### src/rtl/exc_pkg.sv
package exc_pkg;

  // cause codes, priority among interrupts is handled in the arbiter
  typedef enum logic [3:0] {
    EXC_NONE    = 4'd0,
    EXC_RESET   = 4'd1,
    EXC_BUSERR  = 4'd2,
    EXC_DPROT   = 4'd3,
    EXC_IPROT   = 4'd4,
    EXC_TICK    = 4'd5,
    EXC_ALIGN   = 4'd6,
    EXC_ILLEGAL = 4'd7,
    EXC_EXTINT  = 4'd8,
    EXC_DTMISS  = 4'd9,
    EXC_ITMISS  = 4'd10,
    EXC_RANGE   = 4'd11,
    EXC_SYSCALL = 4'd12
  } exc_code_e;

  // status register bit positions
  localparam int SR_SUP  = 0;
  localparam int SR_TEN  = 1;
  localparam int SR_IEN  = 2;
  localparam int SR_DMMU = 3;
  localparam int SR_IMMU = 4;
  localparam int SR_HIV  = 5;
  localparam int SR_DSX  = 6;

  localparam int VEC_SHIFT  = 8;
  localparam int INSN_BYTES = 4;

endpackage

### src/rtl/exc_capture.sv
module exc_capture #(
  parameter int AW = 32,
  parameter int NUM_CAUSES = 12,
  parameter int CW = 4
) (
  input  logic          clk,
  input  logic          rst_n,
  input  logic          req_valid,
  input  logic [CW-1:0] req_code,
  input  logic [AW-1:0] req_pc,
  input  logic          req_dslot,
  input  logic [AW-1:0] req_addr,
  input  logic          consume,
  output logic          pend_valid,
  output logic [CW-1:0] pend_code,
  output logic [AW-1:0] pend_pc,
  output logic          pend_dslot,
  output logic [AW-1:0] pend_addr,
  output logic          code_err
);

  logic in_range, load_en, valid_d, err_d;

  assign in_range = (req_code != '0) && (int'(req_code) <= NUM_CAUSES);
  assign load_en  = req_valid && in_range;

  always_comb begin
    valid_d = pend_valid;
    if (consume) valid_d = 1'b0;
    if (load_en) valid_d = 1'b1;
    err_d = code_err | (req_valid & ~in_range);
  end

  always_ff @(posedge clk or negedge rst_n) begin
    if (!rst_n) begin
      pend_valid <= 1'b0;
      code_err   <= 1'b0;
    end else begin
      pend_valid <= valid_d;
      code_err   <= err_d;
    end
  end

  always_ff @(posedge clk or negedge rst_n) begin
    if (!rst_n) begin
      pend_code  <= '0;
      pend_pc    <= '0;
      pend_dslot <= 1'b0;
      pend_addr  <= '0;
    end else if (load_en) begin
      pend_code  <= req_code;
      pend_pc    <= req_pc;
      pend_dslot <= req_dslot;
      pend_addr  <= req_addr;
    end
  end

endmodule

### src/rtl/exc_arbiter.sv
module exc_arbiter import exc_pkg::*; #(
  parameter int AW = 32,
  parameter int CW = 4
) (
  input  logic          pend_valid,
  input  logic [CW-1:0] pend_code,
  input  logic [AW-1:0] pend_pc,
  input  logic          pend_dslot,
  input  logic [AW-1:0] pend_addr,
  input  logic          irq_ext,
  input  logic          irq_tick,
  input  logic          ext_en,
  input  logic          tick_en,
  input  logic [AW-1:0] core_pc,
  input  logic          core_dslot,
  output logic          take,
  output logic          take_sync,
  output logic [CW-1:0] sel_code,
  output logic [AW-1:0] sel_epc,
  output logic          sel_dslot,
  output logic          ear_load,
  output logic [AW-1:0] ear_val
);

  always_comb begin
    take      = 1'b0;
    take_sync = 1'b0;
    sel_code  = '0;
    sel_epc   = core_pc;
    sel_dslot = core_dslot;
    ear_load  = 1'b0;
    ear_val   = pend_addr;
    if (pend_valid) begin
      take      = 1'b1;
      take_sync = 1'b1;
      sel_code  = pend_code;
      sel_dslot = pend_dslot;
      sel_epc   = (pend_code == CW'(EXC_SYSCALL)) ? pend_pc + AW'(INSN_BYTES) : pend_pc;
      ear_load  = 1'b1;
      ear_val   = (pend_code == CW'(EXC_ILLEGAL)) ? pend_pc : pend_addr;
    end else if (irq_tick && tick_en) begin
      take     = 1'b1;
      sel_code = CW'(EXC_TICK);
    end else if (irq_ext && ext_en) begin
      take     = 1'b1;
      sel_code = CW'(EXC_EXTINT);
    end
  end

endmodule

### src/rtl/exc_vector.sv
module exc_vector import exc_pkg::*; #(
  parameter int AW = 32,
  parameter int CW = 4,
  parameter logic [AW-1:0] HIGH_BASE = 32'hF000_0000
) (
  input  logic [CW-1:0] code,
  input  logic          base_en,
  input  logic [AW-1:0] base,
  input  logic          high_en,
  output logic [AW-1:0] vec
);

  logic [AW-1:0] raw, base_part, high_part;

  assign raw = AW'(code) << VEC_SHIFT;

  generate
    if (HIGH_BASE == '0) begin : g_no_high
      assign high_part = '0;
    end else begin : g_high
      assign high_part = high_en ? HIGH_BASE : '0;
    end
  endgenerate

  assign base_part = base_en ? base : '0;
  assign vec       = raw | base_part | high_part;

endmodule

### src/rtl/exc_entry_ctrl.sv
module exc_entry_ctrl import exc_pkg::*; #(
  parameter int AW = 32,
  parameter int SRW = 16,
  parameter int NUM_CAUSES = 12,
  parameter logic [AW-1:0] HIGH_BASE = 32'hF000_0000,
  localparam int CW = $clog2(NUM_CAUSES + 1)
) (
  input  logic           clk,
  input  logic           rst_n,
  input  logic           exc_req_valid,
  input  logic [CW-1:0]  exc_req_code,
  input  logic [AW-1:0]  core_pc,
  input  logic           core_in_dslot,
  input  logic [AW-1:0]  core_fault_addr,
  input  logic           irq_ext_pending,
  input  logic           irq_tick_pending,
  input  logic           cfg_vbar_present,
  input  logic [AW-1:0]  vbar_base,
  input  logic           sr_wr_en,
  input  logic [SRW-1:0] sr_wr_data,
  output logic [SRW-1:0] sr_q,
  output logic [SRW-1:0] esr_q,
  output logic [AW-1:0]  epc_q,
  output logic [AW-1:0]  eear_q,
  output logic           redirect_valid,
  output logic [AW-1:0]  redirect_pc,
  output logic           bad_code_err
);

  localparam logic [SRW-1:0] SR_RESET = SRW'(1) << SR_SUP;

  // reset: asserted asynchronously, released through two flops
  logic [1:0] rst_sync_q;
  logic       rst_n_int;

  always_ff @(posedge clk or negedge rst_n) begin
    if (!rst_n) rst_sync_q <= 2'b00;
    else        rst_sync_q <= {rst_sync_q[0], 1'b1};
  end
  assign rst_n_int = rst_sync_q[1];

  logic          pend_valid, pend_dslot;
  logic [CW-1:0] pend_code;
  logic [AW-1:0] pend_pc, pend_addr;
  logic          take, take_sync, sel_dslot, ear_load;
  logic [CW-1:0] sel_code;
  logic [AW-1:0] sel_epc, ear_val, vec;
  logic [SRW-1:0] sr_d;
  logic          sr_en;

  exc_capture #(.AW(AW), .NUM_CAUSES(NUM_CAUSES), .CW(CW)) u_cap (
    .clk(clk), .rst_n(rst_n_int),
    .req_valid(exc_req_valid), .req_code(exc_req_code), .req_pc(core_pc),
    .req_dslot(core_in_dslot), .req_addr(core_fault_addr), .consume(take_sync),
    .pend_valid(pend_valid), .pend_code(pend_code), .pend_pc(pend_pc),
    .pend_dslot(pend_dslot), .pend_addr(pend_addr), .code_err(bad_code_err)
  );

  exc_arbiter #(.AW(AW), .CW(CW)) u_arb (
    .pend_valid(pend_valid), .pend_code(pend_code), .pend_pc(pend_pc),
    .pend_dslot(pend_dslot), .pend_addr(pend_addr),
    .irq_ext(irq_ext_pending), .irq_tick(irq_tick_pending),
    .ext_en(sr_q[SR_IEN]), .tick_en(sr_q[SR_TEN]),
    .core_pc(core_pc), .core_dslot(core_in_dslot),
    .take(take), .take_sync(take_sync), .sel_code(sel_code), .sel_epc(sel_epc),
    .sel_dslot(sel_dslot), .ear_load(ear_load), .ear_val(ear_val)
  );

  exc_vector #(.AW(AW), .CW(CW), .HIGH_BASE(HIGH_BASE)) u_vec (
    .code(sel_code), .base_en(cfg_vbar_present), .base(vbar_base),
    .high_en(sr_q[SR_HIV]), .vec(vec)
  );

  // next status: entry overrides a core write in the same cycle
  always_comb begin
    sr_d  = sr_q;
    sr_en = take | sr_wr_en;
    if (take) begin
      sr_d[SR_SUP]  = 1'b1;
      sr_d[SR_TEN]  = 1'b0;
      sr_d[SR_IEN]  = 1'b0;
      sr_d[SR_DMMU] = 1'b0;
      sr_d[SR_IMMU] = 1'b0;
      sr_d[SR_DSX]  = sel_dslot;
    end else if (sr_wr_en) begin
      sr_d = sr_wr_data;
    end
  end

  always_ff @(posedge clk or negedge rst_n_int) begin
    if (!rst_n_int)  sr_q <= SR_RESET;
    else if (sr_en)  sr_q <= sr_d;
  end

  always_ff @(posedge clk or negedge rst_n_int) begin
    if (!rst_n_int) begin
      esr_q       <= '0;
      epc_q       <= '0;
      redirect_pc <= '0;
    end else if (take) begin
      esr_q       <= sr_q;
      epc_q       <= sel_epc;
      redirect_pc <= vec;
    end
  end

  always_ff @(posedge clk or negedge rst_n_int) begin
    if (!rst_n_int)           eear_q <= '0;
    else if (take && ear_load) eear_q <= ear_val;
  end

  always_ff @(posedge clk or negedge rst_n_int) begin
    if (!rst_n_int) redirect_valid <= 1'b0;
    else            redirect_valid <= take;
  end

endmodule

### config.mk
export PLATFORM = sky130hd
export DESIGN_NAME = exc_entry_ctrl
export DESIGN_NICKNAME = d
export VERILOG_FILES = /design/src/rtl/exc_pkg.sv /design/src/rtl/exc_capture.sv /design/src/rtl/exc_arbiter.sv /design/src/rtl/exc_vector.sv /design/src/rtl/exc_entry_ctrl.sv
export SDC_FILE = /design/constraint.sdc
export NUM_CORES = 1
export LEC_CHECK = 0
export ABC_AREA = 1
export BUFFER_PORTS_ARGS = -buffer_cell sky130_fd_sc_hd__buf_2
export CAP_MARGIN = 20
export CORE_UTILIZATION = 35
export DETAILED_ROUTE_END_ITERATION = 6
export GPL_TIMING_DRIVEN = 1
export PLACE_DENSITY = 0.59
export SKIP_CTS_REPAIR_TIMING = 1
export SYNTH_ARGS = -nofsm -noshare
export SYNTH_HDL_FRONTEND = slang
export SYNTH_SLANG_ARGS = --single-unit
export TNS_END_PERCENT = 50
### constraint.sdc
create_clock -name clk -period 7.25 [get_ports clk]
set_clock_uncertainty 0.05 [all_clocks]
set_input_delay 1.45 -clock clk [delete_from_list [all_inputs] [get_ports clk]]
set_output_delay 1.45 -clock clk [all_outputs]
set_load 0.005 [all_outputs]
==> insert_results.sql <==
INSERT INTO impl_metrics (metric_group, metric, value, unit) VALUES
('logic_synthesis', 'async_flop_share', '100', '%'),
('critical_path', 'timing.critical_path.from_type', 'input port', ''),
('clocking', 'cts-buffers-inserted', '24', ''),
('logic_synthesis', 'yosys.cell_count.top_type', 'sky130_fd_sc_hd__nand2_1', ''),
('run', 'timing.max_cap.violations', '0', ''),
('clocking', 'clk_root_buffer_cell', 'sky130_fd_sc_hd__clkbuf_16', ''),
('logic_synthesis', 'synth_area_per_cell', '7.99', 'um^2'),
('clocking', 'path_clk_slew', '0.06', 'ns'),
('sta', 'min_period', '3.34', 'ns'),
('global_route', 'grt_antenna_before_repair', '1', ''),
('pwr', 'power', '3.22', 'mW'),
('logic_synthesis', 'synthesis.nets', '1273', ''),
('floorplan', 'dieHeight', '164', 'um'),
('sta', 'share_of_the_clock_period_used_by_the_worst_path_after_layout', '46.1', '%'),
('critical_path', 'critical-path-max-stage-delay', '0.54', 'ns'),
('drt', 'initial_drc_count', '571', ''),
('global_route', 'grt_max_degree', '85', ''),
('sta', 'tightest_slew', '0.972', 'ns'),
('drt', 'routed_via_density', '4.84', ''),
('logic_synthesis', 'synthDistinctLibCells', '37', ''),
('pwr', 'switching_share', '29.3', '%'),
('sta', 'setup_viol', '0', ''),
('sta', 'max_clock_freq', '299', 'MHz'),
('clocking', 'tritoncts', 'done', ''),
('critical_path', 'timing.critical_path.arrival', '3.73', 'ns'),
('critical_path', 'regToRegEndpoint', 'redirect_pc[28]$_DFFE_PN0N_', ''),
('pwr', 'static-leakage-power', '6.00', 'nW'),
('status', 'outcome', 'finished, final reports clean', ''),
('global_route', 'wire_length_of_the_first_global_routing_pass', '43.4', 'mm'),
('sta', 'final-hold-violation-count', '0', ''),
('floorplan', 'floorplan.die_area', '26900', 'um^2'),
('drt', 'dr_total_vias', '8317', ''),
('place', 'dp.final_hpwl', '18.7', 'mm'),
('pwr', 'vdd_drop_max', '0.170', 'mV'),
('critical_path', 'path_cells', 'buf_2, nand2_1, nand3_4, inv_2, buf_4, or2_0, inv_1, a21oi_1', ''),
('critical_path', 'crit_path_max_fanout', '56', ''),
('hold_path', 'worstHoldPathType', 'flip-flop to async pin', ''),
('pwr', 'power.clock.fraction', '37.3', '%'),
('sta', 'finalSetupTns', '0', 'ns'),
('critical_path', 'critPathKind', 'input port to flip-flop', ''),
('clocking', 'cts-root-to-sink-buffers', '3', ''),
('critical_path', 'r2r_slack', '4.51', 'ns'),
('critical_path', 'cp.required', '7.63', 'ns'),
('clocking', 'cts_max_level', '1', ''),
('critical_path', 'cpMaxStageDelayCell', 'sky130_fd_sc_hd__inv_2', ''),
('floorplan', 'number_of_placed_i_o_pins', '254', ''),
('floorplan', 'die_width', '164', 'um'),
('place', 'place.port_buffers', '253', ''),
('floorplan', 'core.rowCount', '58', ''),
('layout', 'area.growth.synth_to_final', '24.9', '%'),
('sta', 'relSlewSlack', '35.2', '%'),
('logic_synthesis', 'post_synth_main_area_contributors', 'sky130_fd_sc_hd__dfrtp_1, sky130_fd_sc_hd__nand2_1, sky130_fd_sc_hd__a21oi_1', ''),
('layout', 'final_layout_size_suffix_gt1_share', '23.8', '%'),
('layout', 'nets', '1498', ''),
('global_route', 'via_count_of_the_first_global_routing_pass', '8112', ''),
('floorplan', 'initial_utilization', '36.0', '%'),
('logic_synthesis', 'synth_top_cells_by_count', 'sky130_fd_sc_hd__nand2_1, sky130_fd_sc_hd__dfrtp_1, sky130_fd_sc_hd__nor2_1', ''),
('drt', 'drc', '0', ''),
('clocking', 'insertion_delay', '0.51', 'ns'),
('logic_synthesis', 'synth-edff-count', '0', ''),
('logic_synthesis', 'netlist.area_leader.share', '54.8', '%'),
('sta', 'rsz_0062_raised_after_global_routing', 'no', ''),
('pwr', 'p_switching', '0.944', 'mW'),
('global_route', 'groute.usage.overall', '20.6', '%'),
('logic_synthesis', 'post_synth_instance_area', '9180', 'um^2'),
('global_route', 'global_route.overflow_total', '0', ''),
('pwr', 'pwr_density_cell', '281', 'nW/um^2'),
('logic_synthesis', 'synth.ff_latch_count', '202', ''),
('drt', 'route.antenna.remaining_nets', '0', ''),
('pwr', 'comb_power_share', '17.6', '%'),
('critical_path', 'r2r_cells', '7', '');
through the flow:
step / utilization [%] / instances / hold slack, ns / instance area [um^2]
after global routing: 45.0 / 1720 / 0.316 / 11500
after CTS: 45.0 / 1719 / 0.295 / 11500
after global placement: 41.8 / 1676 / 0.292 / 10600
after floorplan: - / 1148 / 0.281 / 9180
final: 45.0 / 1720 / 0.269 / 11500
after detailed placement: 41.9 / 1677 / 0.293 / 10700
critical path: cells and delay by family:
family / cells / cell delay [ns]
AO/OA/AOI/OAI: 1 / 0.16
buffers and inverters: 4 / 1.23
AND/OR/NAND/NOR: 3 / 0.81
placed cells by master, fill, tap and decap left out, types with 3 or more instances in the layout:
master / count
sky130_fd_sc_hd__buf_2: 253
sky130_fd_sc_hd__clkbuf_16: 25
sky130_fd_sc_hd__clkbuf_1: 7
sky130_fd_sc_hd__a22o_1: 4
sky130_fd_sc_hd__o21bai_1: 3
sky130_fd_sc_hd__nand2_2: 3
sky130_fd_sc_hd__inv_2: 8
sky130_fd_sc_hd__nor2_4: 3
sky130_fd_sc_hd__clkbuf_8: 7
sky130_fd_sc_hd__nand3_4: 3
sky130_fd_sc_hd__nand4_1: 11
sky130_fd_sc_hd__nand3_1: 71
sky130_fd_sc_hd__nand2_1: 451
sky130_fd_sc_hd__buf_4: 9
sky130_fd_sc_hd__inv_1: 66
sky130_fd_sc_hd__o21ai_0: 58
sky130_fd_sc_hd__nor2_2: 7
sky130_fd_sc_hd__a21oi_1: 80
sky130_fd_sc_hd__xnor2_1: 3
sky130_fd_sc_hd__dfrtp_1: 199
sky130_fd_sc_hd__nor2_1: 84
sky130_fd_sc_hd__a31oi_1: 12
metal layers:
layer,part of all wire (%),global-route usage (%),wire length [um]
met1,46,28.9,12700
met2,47,33.1,13000
met3,4.8,2.63,1350
met4,2.6,5.89,729
met5,0,0,0
how the worst max path moves through the flow:
stage	slack, ns	end	start
final	3.91	redirect_pc[28]$_DFFE_PN0N_	irq_tick_pending
after global routing	3.69	redirect_pc[28]$_DFFE_PN0N_	irq_tick_pending
after floorplan	1.16	eear_q[0]$_DFFE_PN0P_	rst_sync_q[1]$_DFF_PN0_
after global placement	3.46	redirect_pc[28]$_DFFE_PN0N_	irq_tick_pending
after detailed placement	3.36	redirect_pc[28]$_DFFE_PN0N_	irq_tick_pending
after CTS	3.90	redirect_pc[28]$_DFFE_PN0N_	irq_tick_pending
cell families after synthesis:
family,Yosys count,synth area share [%]
other,1,0.0409
buffers and inverters,139,6.34
AOI/OAI and AO/OA,161,9.30
xor gates and xnor gates,4,0.382
DFF,202,55.1
and+or+nand+nor,640,28.7
adders and majority gates,1,0.136
power groups by stage:
stage	clock, mW	combinational, mW	sequential, mW
2_1_floorplan	0	0.292	1.46
3_3_place_gp	0	0.559	1.47
3_5_place_dp	0	0.580	1.47
4_1_cts	1.23	0.580	1.45
5_1_grt	1.27	0.649	1.48
6_report	1.20	0.568	1.45
area by class of cell:
type,count,area [um^2]
antenna,1,2.50
clock buffer,39,748
clock inverter,3,40.0
fill,2586,14000
inverter,75,282
multi-input combinational,807,3550
sequential,202,5060
tap,330,413
timing repair buffer,263,1360
state kept, by name, indices dropped and copies added (netlist names), 4 cells and up:
name,flops
epc_q,32
u_cap.pend_code,4
sr_q,16
redirect_pc,32
esr_q,16
u_cap.pend_pc,32
eear_q,32
u_cap.pend_addr,32
Note: power is estimated with default switching activity, not from simulation.
